### config.mk
export PLATFORM = sky130hd
export DESIGN_NAME = hbi_sched
export DESIGN_NICKNAME = d
export VERILOG_FILES = /design/src/rtl/hbi_pkg.sv /design/src/rtl/hbi_sticky.sv /design/src/rtl/hbi_bank_state.sv /design/src/rtl/hbi_sched.sv
export SDC_FILE = /design/constraint.sdc
export NUM_CORES = 1
export LEC_CHECK = 0
export BUFFER_PORTS_ARGS = -buffer_cell sky130_fd_sc_hd__buf_2
export CORE_AREA = 2 2 49 51
export CTS_CLUSTER_SIZE = 40
export DETAILED_ROUTE_END_ITERATION = 10
export DIE_AREA = 0 0 51 53
export HOLD_SLACK_MARGIN = 0.12
export PLACE_DENSITY = 0.77
export SKIP_LAST_GASP = 1
export SYNTH_ARGS = -nofsm -noshare
export SYNTH_HDL_FRONTEND = slang
export SYNTH_SLANG_ARGS = --single-unit
### constraint.sdc
create_clock -name clk -period 1.8 [get_ports clk]
set_clock_uncertainty 0.15 [all_clocks]
set_input_delay 0 -clock clk [delete_from_list [all_inputs] [get_ports clk]]
set_output_delay 0 -clock clk [all_outputs]
set_load 0.1 [all_outputs]
### src/rtl/hbi_pkg.sv
package hbi_pkg;
  localparam int unsigned HBI_BANKS = 3;

  // clamp a configured transaction count into 1..nb
  function automatic logic [1:0] hbi_eff_count(input logic [1:0] cfg, input int unsigned nb);
    if (cfg == 2'd0) return 2'd1;
    if (int'(cfg) > int'(nb)) return 2'(nb);
    return cfg;
  endfunction
endpackage

### src/rtl/hbi_sticky.sv
module hbi_sticky (
  input  logic clk,
  input  logic rst_n,
  input  logic set_i,
  input  logic clr_i,
  output logic q_o
);
  logic q_d;

  always_comb begin
    q_d = q_o;
    if (clr_i) q_d = 1'b0;
    if (set_i) q_d = 1'b1;
  end

  always_ff @(posedge clk or negedge rst_n) begin
    if (!rst_n) q_o <= 1'b0;
    else        q_o <= q_d;
  end
endmodule

### src/rtl/hbi_bank_state.sv
module hbi_bank_state #(
  parameter int unsigned NB = 3
) (
  input  logic          clk,
  input  logic          rst_n,
  input  logic          mf_end_i,
  input  logic [NB-1:0] fill_i,
  input  logic [NB-1:0] consume_i,
  input  logic [NB-1:0] flush_i,
  input  logic [NB-1:0] exp_i,
  output logic [NB-1:0] full_o,
  output logic          short_o
);
  logic [NB-1:0] full_d, sup_q, sup_d;

  always_comb begin
    full_d  = (full_o & ~consume_i & ~flush_i) | fill_i;
    sup_d   = mf_end_i ? full_d : (sup_q | fill_i);
    short_o = mf_end_i & |(exp_i & ~(sup_q | fill_i));
  end

  always_ff @(posedge clk or negedge rst_n) begin
    if (!rst_n) begin
      full_o <= '0;
      sup_q  <= '0;
    end else begin
      full_o <= full_d;
      sup_q  <= sup_d;
    end
  end
endmodule

### src/rtl/hbi_sched.sv
module hbi_sched
  import hbi_pkg::*;
#(
  parameter int unsigned NB    = HBI_BANKS,
  localparam int unsigned PW   = $clog2(NB + 1)
) (
  input  logic          clk,
  input  logic          rst_n,
  input  logic [PW-1:0] cfg_ntrans,
  input  logic          mf_end,
  input  logic [NB-1:0] fill_set,
  input  logic          in_token,
  input  logic          pkt_sent,
  input  logic          ack_underflow,
  input  logic          ack_hberr,
  output logic [PW-1:0] bank_sel,
  output logic          zlp_req,
  output logic          irq_underflow,
  output logic          irq_hberr,
  output logic [NB-1:0] flush_strobe
);
  logic [PW-1:0] nt, ptr_d, tok_q, tok_d;
  logic          sent_q, sent_d, cur_full, in_range, empty_tok, short_w;
  logic [NB-1:0] exp_mask, full_w, consume, flush_w;

  always_comb begin
    if (cfg_ntrans == '0)            nt = PW'(1);
    else if (cfg_ntrans > PW'(NB))   nt = PW'(NB);
    else                             nt = cfg_ntrans;
  end

  genvar gi;
  generate
    for (gi = 0; gi < NB; gi++) begin : g_bank
      assign exp_mask[gi] = PW'(gi) < nt;
      assign consume[gi]  = pkt_sent & ~mf_end & in_range & (bank_sel == PW'(gi));
      assign flush_w[gi]  = mf_end & sent_q & (tok_q < nt) & exp_mask[gi]
                            & (PW'(gi) >= bank_sel) & full_w[gi];
    end
  endgenerate

  always_comb begin
    in_range = bank_sel < nt;
    cur_full = 1'b0;
    for (int i = 0; i < NB; i++)
      if (bank_sel == PW'(i)) cur_full = full_w[i];
    cur_full  = cur_full & in_range;
    empty_tok = in_token & ~mf_end & ~cur_full;
  end

  always_comb begin
    ptr_d  = bank_sel;
    tok_d  = tok_q;
    sent_d = sent_q;
    if (mf_end) begin
      ptr_d  = '0;
      tok_d  = '0;
      sent_d = 1'b0;
    end else begin
      if ((pkt_sent | empty_tok) & in_range) ptr_d = bank_sel + PW'(1);
      if (in_token && tok_q < PW'(NB))       tok_d = tok_q + PW'(1);
      if (pkt_sent)                          sent_d = 1'b1;
    end
  end

  always_ff @(posedge clk or negedge rst_n) begin
    if (!rst_n) begin
      bank_sel     <= '0;
      tok_q        <= '0;
      sent_q       <= 1'b0;
      zlp_req      <= 1'b0;
      flush_strobe <= '0;
    end else begin
      bank_sel     <= ptr_d;
      tok_q        <= tok_d;
      sent_q       <= sent_d;
      zlp_req      <= empty_tok;
      flush_strobe <= flush_w;
    end
  end

  hbi_bank_state #(.NB(NB)) u_banks (
    .clk(clk), .rst_n(rst_n), .mf_end_i(mf_end), .fill_i(fill_set),
    .consume_i(consume), .flush_i(flush_w), .exp_i(exp_mask),
    .full_o(full_w), .short_o(short_w)
  );

  hbi_sticky u_uf (.clk(clk), .rst_n(rst_n), .set_i(empty_tok),
                   .clr_i(ack_underflow), .q_o(irq_underflow));
  hbi_sticky u_he (.clk(clk), .rst_n(rst_n), .set_i(short_w),
                   .clr_i(ack_hberr), .q_o(irq_hberr));
endmodule

==> metrics.cfg <==
[run_status]
status = complete, but fails checks
violations = setup timing

[setup_path]
start_kind = register
worst-setup-path-type = reg -> reg
worst_setup_path_end_kind = register
worstReg2RegStart = bank_sel[1]$_DFFE_PN0P_
startpoint = bank_sel[1]$_DFFE_PN0P_
arrival_ps = 1910
crit_fanout = 4
critPathRequiredTime_ps = 1840

[power_and_ir_drop]
peakVddDrop_mv = 1.13
p_per_area_nw_per_um2 = 1360
leakage_nw = 0.642

[cells_and_area]
multiInputGateArea_um2 = 539
fill_cells = 173
syn2layout_area_growth_pct = 44.5
final_cells = 165
drive_gt1_share_pct = 35.0
diodes = 0
finish.utilization_pct = 63.0
seq_area_um2 = 433
stdcell_area_um2 = 1350
final_nets = 156

[routing]
firstDrtPassIters = 5
post_drt_wl_per_cell_um = 13.7
drc = 0
via_count = 858
vias_per_cell = 5.20
drt_iter0_drc = 15
ant_nets = 0
finalWirelength_um = 2270

[timing]
drv_slew = 0
setup_violations = 2
tightest_slew_ps = 769
rsz0062_at_grt = yes
hold_viol_final = 0
max_freq_ghz = 0.536
fin_crit_sh_pct = 104
slew_headroom_pct = 48.6
min_period_ps = 1870
worst_slack_ps = -65.0

[place]
io_buffers = 19
gp_congestion = 0.841
dpl_cell_area_um2 = 1100
placed_cells = 144
dpl.hpwl_um = 1540
place_ws_ps = -46.3

[floorplanning]
row_count = 17
start_util_pct = 43.6
ios = 20
die_w_um = 51
die-height_um = 53
coreArea_um2 = 2150
fp.dieArea_um2 = 2700

[synthesis]
yosysMostFrequentCell = dfrtp_1
seq_area_frac_synth_pct = 45.4
synth_warnings = 0
syn_inst = 96
synth-main-ff-cell = dfrtp_1
synth_nets = 114
synth_cell_type_count = 33
synth_top_area_share_pct = 45.4
synthTopCellsByCount = 17 x dfrtp_1, 12 x inv_1, 12 x nor2_1, 6 x ha_1, 6 x nand2_1
synth_top_cell_by_area = dfrtp_1
synth-async-reset-ratio_pct = 100
synth.cell_area_um2 = 937
synth_edf_count = 0
synth-seq-cells = 17
avgSynthCellArea_um2 = 9.76
ys_top_cells_by_area = dfrtp_1 45%, ha_1 8.0%, inv_1 4.8%

[global_route]
grt_usage_pct = 19.7
grt_util_met2_pct = 35.5
grt.overflow.total = 0
grt_max_degree = 18
grt_pass1_vias = 910
gr-usage-met1_pct = 21.8
grt_use_met3_pct = 2.82
grt_pass1_wl_um = 3830
grt-busiest-layer = met2
antenna_found_initial = 0

[cts]
worstSkewPairLatency_ps = 290
root_buffer = clkbuf_4
numClockSinks = 17
cts_max_path_buffers = 2
cts_tree = yes
cts_buffers = 3
h-tree-depth = 1
path_clk_slew_ps = 100

[job]
cap_violations = 0

[hold_path]
min_path_type = in -> reg
hold_path_startpoint = ack_underflow

[layer usage]
layer  share of wire [%]  wire length (µm)
met1                  41               938
met2                  53              1210
met3                 3.1                70
met4                 2.2                49
met5                   0                 0
[report_power, final]
group / internal (W) / leakage (nW) / switching, W
combinational: 0.000409 / 0.426 / 0.000697
sequential: 0.000462 / 0.200 / 0.0000713
clock: 0.0000864 / 0.0150 / 0.000122
total: 0.000958 / 0.642 / 0.000890
[cell type report]
type	instances	area share [%]
repair buffers	38	20.3
well taps	28	2.59
flip-flops and latches	17	32.0
clock buffers	4	1.94
inverters	12	3.33
multi-input cells	66	39.8
[sequential cells by signal, indices dropped and copies added, names as in the netlist]
name            count
u_he.q_o            1
u_uf.q_o            1
tok_q               2
sent_q              1
u_banks.sup_q       3
zlp_req             1
flush_strobe        3
bank_sel            2
u_banks.full_o      3
[timing repair]
| item | CTS | global route |
|---|---|---|
| resized for setup | 7 | 3 |
| setup buffers | 3 | 0 |
| hold endpoints to repair | 34 | 0 |
| pin swaps | 1 | 0 |
| endpoints found under the setup margin | 3 | 7 |
| hold buffers | 14 | 0 |
[stage by stage]
step	TNS [ps]	hold slack [ps]	total power (W)
finish	-114	268	0.00185
global route	-286	283	0.00196
CTS	-60.9	269	0.00181
detailed placement	-72.1	-201	0.00145
global placement	0	-210	0.00141
floorplan	-349	-446	0.00125
[critical path: stages, from the launching register on]
cell,delay (ps)
dfrtp_4,530
ha_4,240
a21oi_4,150
nand2_2,90
or3_1,350
a31o_2,250
[logic make-up (layout without fill, tap and decap cells)]
family,count (synthesis),count (layout),share of synthesized area [%]
multiplexers,1,1,1.20
flip-flops,17,17,45.4
AND/OR/NAND/NOR,31,31,17.9
XOR/XNOR,1,1,0.935
adder cells (fa/ha/maj),6,6,8.01
buffers and inverters,13,54,5.21
AO/OA/AOI/OAI,27,27,21.4
[worst paths after layout]
path                                                     to  slack (ps)  cells after the start
worst max-delay path            u_banks.full_o[2]$_DFF_PN0_         -70                      5
worst min-delay path                   u_uf.q_o$_DFFE_PN0P_         270                      3
worst max register to register  u_banks.full_o[2]$_DFF_PN0_         -70                      5
worst min register to register           sent_q$_DFFE_PN0P_         390                      2
max in group asynchronous           bank_sel[1]$_DFFE_PN0P_         260                      3
min in group asynchronous                 zlp_req$_DFF_PN0_         680                      3
[cell usage in the layout (no fill, tap or decap), types with 2 or more instances in the layout]
| cell type | n |
|---|---|
| buf_2 | 18 |
| dfrtp_1 | 15 |
| dlygate4sd3_1 | 14 |
| nor2_1 | 12 |
| inv_1 | 10 |
| nand2_1 | 5 |
| a21oi_1 | 5 |
| buf_4 | 5 |
| o21ai_0 | 4 |
| ha_4 | 4 |
| clkbuf_4 | 4 |
| a31o_2 | 3 |
| inv_2 | 2 |
| nor2b_1 | 2 |
| or3_1 | 2 |
| a21o_1 | 2 |
| a211oi_2 | 2 |
| ha_1 | 2 |
| dfrtp_4 | 2 |
Power figures use the tool's default switching activity.
